## src/rtl/sram_ctrl_pkg.sv

```systemverilog
package sram_ctrl_pkg;
  typedef enum logic [2:0] {
    ST_IDLE,
    ST_READ,
    ST_WSET,
    ST_WDRV,
    ST_WHLD,
    ST_TURN
  } state_t;
endpackage

```

## src/rtl/sram_ctrl_fsm.sv

```systemverilog
module sram_ctrl_fsm
  import sram_ctrl_pkg::*;
#(
  parameter int RD_CYC   = 2,
  parameter int WR_CYC   = 2,
  parameter int HOLD_CYC = 1,
  parameter int TURN_CYC = 1
) (
  input  logic clk,
  input  logic rst,
  input  logic req_valid,
  input  logic req_write,
  output logic req_ready,
  output logic accept,
  output logic capture,
  output logic ce_n,
  output logic we_n,
  output logic oe_n,
  output logic dq_oe
);
  localparam int MAX_A = (RD_CYC > WR_CYC) ? RD_CYC : WR_CYC;
  localparam int MAX_B = (HOLD_CYC > TURN_CYC) ? HOLD_CYC : TURN_CYC;
  localparam int MAX_C = (MAX_A > MAX_B) ? MAX_A : MAX_B;
  localparam int CNT_W = (MAX_C > 1) ? $clog2(MAX_C) : 1;

  state_t state, nxt;
  logic [CNT_W-1:0] cnt, cnt_nxt;

  assign req_ready = (state == ST_IDLE);
  assign accept    = req_ready && req_valid;
  assign capture   = (state == ST_READ) && (cnt == CNT_W'(RD_CYC - 1));

  always_comb begin
    nxt     = state;
    cnt_nxt = cnt + 1'b1;
    unique case (state)
      ST_IDLE: begin
        cnt_nxt = '0;
        if (req_valid) nxt = req_write ? ST_WSET : ST_READ;
      end
      ST_READ: if (cnt == CNT_W'(RD_CYC - 1)) nxt = ST_IDLE;
      ST_WSET: begin
        nxt     = ST_WDRV;
        cnt_nxt = '0;
      end
      ST_WDRV: if (cnt == CNT_W'(WR_CYC - 2)) begin
        nxt     = ST_WHLD;
        cnt_nxt = '0;
      end
      ST_WHLD: if (cnt == CNT_W'(HOLD_CYC - 1)) begin
        nxt     = ST_TURN;
        cnt_nxt = '0;
      end
      ST_TURN: if (cnt == CNT_W'(TURN_CYC - 1)) nxt = ST_IDLE;
      default: nxt = ST_IDLE;
    endcase
  end

  always_ff @(posedge clk) begin
    if (rst) begin
      state <= ST_IDLE;
      cnt   <= '0;
      ce_n  <= 1'b1;
      we_n  <= 1'b1;
      oe_n  <= 1'b1;
      dq_oe <= 1'b0;
    end else begin
      state <= nxt;
      cnt   <= cnt_nxt;
      ce_n  <= (nxt == ST_IDLE) || (nxt == ST_TURN);
      we_n  <= !((nxt == ST_WSET) || (nxt == ST_WDRV));
      oe_n  <= (nxt != ST_READ);
      dq_oe <= (nxt == ST_WDRV);
    end
  end
endmodule

```

## src/rtl/sram_ctrl_datapath.sv

```systemverilog
module sram_ctrl_datapath #(
  parameter int ADDR_W = 19,
  parameter int DATA_W = 8
) (
  input  logic              clk,
  input  logic              rst,
  input  logic              accept,
  input  logic              capture,
  input  logic [ADDR_W-1:0] req_addr,
  input  logic [DATA_W-1:0] req_wdata,
  input  logic [DATA_W-1:0] mem_din,
  output logic [ADDR_W-1:0] mem_addr,
  output logic [DATA_W-1:0] mem_dout,
  output logic              rd_valid,
  output logic [DATA_W-1:0] rd_data
);
  always_ff @(posedge clk) begin
    if (rst) begin
      mem_addr <= '0;
      mem_dout <= '0;
      rd_valid <= 1'b0;
      rd_data  <= '0;
    end else begin
      rd_valid <= capture;
      if (accept) begin
        mem_addr <= req_addr;
        mem_dout <= req_wdata;
      end
      if (capture) rd_data <= mem_din;
    end
  end
endmodule

```

## src/rtl/sram_ctrl.sv

```systemverilog
module sram_ctrl #(
  parameter int ADDR_W   = 19,
  parameter int DATA_W   = 8,
  parameter int RD_CYC   = 2,
  parameter int WR_CYC   = 2,
  parameter int HOLD_CYC = 1,
  parameter int TURN_CYC = 1
) (
  input  logic              clk,
  input  logic              rst,
  input  logic              req_valid,
  output logic              req_ready,
  input  logic              req_write,
  input  logic [ADDR_W-1:0] req_addr,
  input  logic [DATA_W-1:0] req_wdata,
  output logic              rd_valid,
  output logic [DATA_W-1:0] rd_data,
  output logic              mem_ce_n,
  output logic              mem_we_n,
  output logic              mem_oe_n,
  output logic [ADDR_W-1:0] mem_addr,
  output logic [DATA_W-1:0] mem_dout,
  input  logic [DATA_W-1:0] mem_din,
  output logic              mem_dq_oe
);
  logic accept, capture;

  sram_ctrl_fsm #(
    .RD_CYC(RD_CYC), .WR_CYC(WR_CYC), .HOLD_CYC(HOLD_CYC), .TURN_CYC(TURN_CYC)
  ) u_fsm (
    .clk(clk), .rst(rst), .req_valid(req_valid), .req_write(req_write),
    .req_ready(req_ready), .accept(accept), .capture(capture),
    .ce_n(mem_ce_n), .we_n(mem_we_n), .oe_n(mem_oe_n), .dq_oe(mem_dq_oe)
  );

  sram_ctrl_datapath #(.ADDR_W(ADDR_W), .DATA_W(DATA_W)) u_dp (
    .clk(clk), .rst(rst), .accept(accept), .capture(capture),
    .req_addr(req_addr), .req_wdata(req_wdata), .mem_din(mem_din),
    .mem_addr(mem_addr), .mem_dout(mem_dout),
    .rd_valid(rd_valid), .rd_data(rd_data)
  );
endmodule

```

## config.mk

```make
export PLATFORM = sky130hd
export DESIGN_NAME = sram_ctrl
export DESIGN_NICKNAME = d
export VERILOG_FILES = /design/src/rtl/sram_ctrl_pkg.sv /design/src/rtl/sram_ctrl_fsm.sv /design/src/rtl/sram_ctrl_datapath.sv /design/src/rtl/sram_ctrl.sv
export SDC_FILE = /design/constraint.sdc
export NUM_CORES = 1
export LEC_CHECK = 0
export ABC_AREA = 1
export BUFFER_PORTS_ARGS = -buffer_cell sky130_fd_sc_hd__buf_2
export CAP_MARGIN = 5
export CORE_UTILIZATION = 25
export DETAILED_ROUTE_END_ITERATION = 16
export PLACE_DENSITY_LB_ADDON = 0.25
export SETUP_SLACK_MARGIN = 0.2
export SLEW_MARGIN = 10
export SYNTH_ARGS = -nofsm -noshare
export SYNTH_HDL_FRONTEND = slang
export SYNTH_SLANG_ARGS = --single-unit
```

## constraint.sdc

```tcl
create_clock -name clk -period 1.65 [get_ports clk]
set_input_delay 0.33 -clock clk [delete_from_list [all_inputs] [get_ports clk]]
set_output_delay 0.33 -clock clk [all_outputs]
set_load 0.05 [all_outputs]
```

==> results of run 1 <==
[metrics by stage]
step | power, mW | utilization [%] | hold slack, ps | area (um2) | setup WS, ps
2_1_floorplan | 3.113 | - | 441.4 | 1738 | 348.5
3_3_place_gp | 3.495 | 32.81 | 446.4 | 2217 | 239.9
3_5_place_dp | 3.507 | 32.81 | 450.2 | 2217 | 213.6
4_1_cts | 4.734 | 35.41 | 233.9 | 2392 | 196.5
5_1_grt | 4.966 | 35.54 | 250.4 | 2401 | 137.9
6_report | 4.708 | 35.57 | 244.7 | 2404 | 202.3
[Yosys cell counts]
library cell,n
dfxtp_1,44
buf_12,1
inv_2,1
buf_6,1
nand3_2,10
a31oi_1,1
buf_2,6
nand3_1,20
nand2_2,1
nor4_1,1
inv_1,10
nor2_2,1
nand3b_1,1
nor2_1,25
a21oi_2,10
clkbuf_1,3
o21ai_0,10
a21oi_1,18
buf_1,1
nor3_4,1
nand2_1,45
[layout make-up]
| cell class | instances | area share [%] |
|---|---|---|
| antenna | 1 | 0.1041 |
| inverter | 11 | 1.718 |
| sequential | 44 | 36.75 |
| clock buffer | 5 | 2.863 |
| clock inverter | 3 | 3.748 |
| tap | 80 | 4.164 |
| timing repair buffer | 88 | 19.68 |
| multi-input combinational | 144 | 30.97 |
[report_power, final]
| part | total [mW] | switching [mW] | internal [mW] |
|---|---|---|---|
| clock | 1.15 | 0.391 | 0.757 |
| combinational | 2.12 | 1.52 | 0.603 |
| sequential | 1.44 | 0.142 | 1.29 |
[worst max-delay path, cell delays in order (launching register included)]
cell and delay [ps]:
dfxtp_1 400, nor3_4 220, buf_6 200
[sequential cells by signal, indices dropped and copies added (netlist names)]
signal / flops
u_fsm.ce_n: 1
u_dp.mem_addr: 19
u_fsm.oe_n: 1
u_fsm.state: 3
u_dp.rd_valid: 1
u_fsm.cnt: 1
u_fsm.dq_oe: 1
u_dp.mem_dout: 8
u_dp.rd_data: 8
u_fsm.we_n: 1
[path summary, 6_finish.rpt]
check,from,to,cells past startpoint
worst max-delay path,u_fsm.state[0],req_ready,2
worst min-delay path,mem_din[7],u_dp.rd_data[7],3
worst min register to register,u_dp.mem_dout[7],u_dp.mem_dout[7],2
worst max register to register,u_fsm.state[0],u_dp.mem_addr[2],6
[what timing repair did]
item,in CTS,in global routing
buffers inserted,1,0
resized for setup,4,2
pin swaps,1,1
endpoints found under the setup margin,1,24
hold buffers,0,0
[logic make-up after synthesis]
| logic type | synth area share [%] |
|---|---|
| buffers and inverters | 6.767 |
| and+or+nand+nor | 29.09 |
| AOI/OAI and AO/OA | 13.46 |
| DFF | 50.68 |
[per-layer routing]
layer / track usage (%) / vias up / share of wire, %
met2: 19.57 / 46 / 47
li1: - / 855 / -
met5: 0 / - / 0
met3: 3.113 / 6 / 5.5
met1: 14.99 / 737 / 46
met4: 5.000 / 0 / 1.6
==> flow_metrics.tcl, run 1 <==
set metrics [dict create \
    dp.cells 366 \
    seqCellArea_um2 883.3 \
    grt.overflow.total 0 \
    synth_area_per_cell_um2 8.237 \
    postSynthCellCount 211 \
    cp.required_ps 1320 \
    routed_wl_mm 4.413 \
    grt.total_usage_pct 11.98 \
    ant_nets 0 \
    cp-start-kind "flip-flop" \
    yosys_warnings 0 \
    regToRegSetupSlack_ps 300 \
    hold_path.class "input port to flip-flop" \
    area_growth_pct 38.30 \
    multiInputGateArea_um2 744.5 \
    via_per_inst 4.372 \
    finClkSkew_ps 7.153 \
    hold_viol_final 0 \
    layout-drive-gt1-share_pct 41.36 \
    initial_utilization_pct 25.72 \
    fin_setup_tns_ps 0 \
    grt_max_degree 18 \
    tightest_slew_ps 285.4 \
    post-route-period-util_pct 87.74 \
    place.port_buffers 79 \
    root_buffer "clkbuf_8" \
    leakage_nw 1.137 \
    crit_type "flip-flop to output pin" \
    fmax_mhz 690.7 \
    vias 1644 \
    cts_buffer_depth 2 \
    nFillCells 725 \
    min_period_ps 1448 \
    wl_per_cell_um 11.74 \
    gp_congestion 0.8036 \
    synth_top_area_share_pct 50.68 \
    path_max_fanout 7 \
    rsz0062_at_grt "yes" \
    mostFrequentLayoutCells "buf_2, nand2_1, dfxtp_1" \
    endpoint_kind "output pin" \
    rows 30 \
    critPathArrivalTime_ps 1120 \
    synth_top_area_cell "dfxtp_1" \
    cts_tree "done" \
    ys_types 21 \
    report.final.slew_viol_count 0 \
    synthesis.nets 250 \
    grt_pass1_vias 1436 \
    cap_violations 0 \
    ys_seq_area_share_pct 50.68 \
    clkSinkCount 44 \
    dieArea_mm2 0.007289 \
    nets 333 \
    grt_pass1_wl_mm 6.831 \
    hpwl_mm 3.202 \
    numCtsBuffers 5 \
    peakVddDrop_mv 0.7031 \
    io_pins 80 \
    powerDensity_mw_per_mm2 1959 \
    die_h_um 85.38 \
    ys_ff_latch 44 \
    clkLatencyLatePin_ps 300 \
    drcViolationCount 0 \
    synth_area_leaders "dfxtp_1, nand2_1, nand3_1" \
    stdcell_count 376 \
    layout.cells.most_common "buf_2" \
    htree_num_levels 2 \
    setup_viol 0 \
    core_mm2 0.006756 \
    syn_area_mm2 0.001738 \
    status "finished, final reports clean" \
    dieWidth_um 85.38 \
    first_iter_violations 55 \
    antenna_found_initial 0 \
    slew_headroom_pct 80.95 \
    dr.pass1.iters 4 \
    clkTransAtPathRegs_ps 90 \
]
Note: power is estimated with default switching activity, not from simulation.
==> inputs of run 2 (changes only) <==
Settings changed: PLACE_DENSITY_LB_ADDON 0.25 to not set.
==> run 2 against run 1 <==
  * Total power down 5.0%
  * Worst setup slack better by 40 ps
  * Worst hold slack better by 19 ps
  * Die area unchanged
  * Register-to-register slack better by 20 ps
  * First-iteration DRC count up 36%
  * Via count about the same
  * Cell area down 1.5%
  * Fmax up 2.9%
  * Highest routed layer unchanged
==> flow_metrics.tcl, run 2 (synthesis results as in run 1) <==
set metrics [dict create \
    path_delay_family "flip-flops" \
    dieWidth_um 85.38 \
    stdcell_area_mm2 0.002369 \
    powerDensity_mw_per_mm2 1888 \
    grt_pass1_vias 1549 \
    cap_violations 0 \
    post-route-period-util_pct 85.29 \
    rows 30 \
    slowest_delay_ps 370 \
    cp.required_ps 1320 \
    endpoint_kind "output pin" \
    worst-path-buf-inv 1 \
    htree_num_levels 2 \
    rr_worst_depth 6 \
    largest-register "u_dp.mem_addr" \
    startpoint "u_fsm.state[0]" \
    cp_slowest_cell "dfxtp_4" \
    antenna_cells 0 \
    clkLatencyLatePin_ps 290 \
    hp-start "mem_din[5]" \
    layout-drive-gt1-share_pct 41.36 \
    antenna_found_initial 1 \
    ant_nets 0 \
    numCtsBuffers 5 \
    placedInstanceArea_mm2 0.002195 \
    path_max_fanout 3 \
    wl_per_cell_um 11.51 \
    hold_path.class "input port to flip-flop" \
    setup_viol 0 \
    cts_tree "done" \
    slew_headroom_pct 78.60 \
    cts_buffer_depth 2 \
    status "finished, final reports clean" \
    crit_end "req_ready" \
    clkSinkCount 44 \
    regToRegSetupSlack_ps 320 \
    crit_type "flip-flop to output pin" \
    fin_util_pct 35.06 \
    dieArea_mm2 0.007289 \
    total_power_mw 4.473 \
    nets 333 \
    cp_cell_sequence "nor3_4 > buf_6" \
    grt_pass1_wl_mm 6.989 \
    reg_top3 "u_dp.mem_addr: 19 flops, u_dp.mem_dout: 8 flops, u_dp.rd_data: 8 flops" \
    clkTransAtPathRegs_ps 90 \
    leakage_nw 1.120 \
    hpwl_mm 3.106 \
    cp-start-kind "flip-flop" \
    gp_congestion 0.7559 \
    p_clk_share_pct 18.8 \
    p_sw_share_pct 45.91 \
    hold_viol_final 0 \
    place.port_buffers 79 \
    sequentialPowerShare_pct 32.0 \
    first_iter_violations 75 \
    hold_ws_ps 263.4 \
    mostFrequentLayoutCells "buf_2, nand2_1, dfxtp_1" \
    area_growth_pct 36.28 \
    vias 1643 \
    crit_cells 2 \
    min_period_ps 1407 \
    r2r_end "u_dp.mem_dout[1]" \
    die_h_um 85.38 \
    io_pins 80 \
    largest_reg_flops 19 \
    via_per_inst 4.381 \
    drcViolationCount 0 \
    fin_setup_tns_ps 0 \
    pwr-share-comb_pct 49.2 \
    peakVddDrop_mv 0.5509 \
    dr.pass1.iters 5 \
    core_mm2 0.006756 \
    grt.overflow.total 0 \
    p_switching_mw 2.053 \
    finClkSkew_ps 9.675 \
    root_buffer "clkbuf_8" \
    initial_utilization_pct 25.72 \
    report.final.slew_viol_count 0 \
    critPathArrivalTime_ps 1080 \
    worstReg2RegStart "u_fsm.state[0]" \
    tightest_slew_ps 321.0 \
    layout.cells.most_common "buf_2" \
    grt_max_degree 28 \
    grt.total_usage_pct 12.00 \
    fmax_mhz 710.6 \
    p_int_mw 2.419 \
    routed_wl_mm 4.317 \
    rsz0062_at_grt "yes" \
]
==> run 2: layout make-up <==
type,instances,area [um2]
Clock buffer,5,68.82
Clock inverter,3,46.29
Fill cell,717,4388
Inverter,11,41.29
Multi-Input combinational cell,144,749.5
Sequential cell,44,885.9
Tap cell,80,100.1
Timing Repair Buffer,88,476.7
==> run 2: worst min path at each step <==
| stage | to | slack, ps | cells past startpoint |
|---|---|---|---|
| finish | u_dp.rd_data[5] | 260 | 3 |
| global route | u_dp.rd_data[2] | 260 | 3 |
| CTS | u_dp.rd_data[5] | 260 | 3 |
| detailed placement | u_dp.mem_addr[11] | 450 | 2 |
| global placement | u_dp.mem_addr[11] | 450 | 2 |
| floorplan | u_fsm.cnt | 440 | 1 |
==> run 2: power by group through the flow <==
stage               registers [mW]  clock network [mW]  logic (mW)
floorplan                     2.10                   0        1.02
global placement              1.45                   0        2.00
detailed placement            1.45                   0        2.02
CTS                           1.43               0.874        2.15
global route                  1.46               0.918        2.39
finish                        1.43               0.842        2.20
==> run 2: stage by stage <==
stage,std cells,setup WS (ps)
2_1_floorplan,211,348.5
4_1_cts,374,202.2
5_1_grt,375,186.4
3_5_place_dp,363,113.2
6_report,375,242.7
3_3_place_gp,363,195.3
==> run 2: routing by layer <==
metal / global-route usage (%) / routed length (um) / vias to the layer above
li1: - / - / 855
met1: 15.36 / 2024 / 745
met2: 19.79 / 2002 / 41
met3: 3.696 / 265 / 2
met4: 2.879 / 23 / 0
met5: 0 / 0 / -
==> run 2: worst register-to-register path: cells and delay by family, from the launching register on <==
kind | cells | cell delay, ps
buf+inv | 3 | 440
flops | 1 | 370
simple gates | 2 | 310
compound gates | 1 | 160
==> run 2: what timing repair did <==
action                     4_1_cts  5_1_grt
setup endpoints to repair       28       22
hold buffers                     0        0
resized for setup                3        6
buffers inserted                 3        1
pin swaps                        1        1
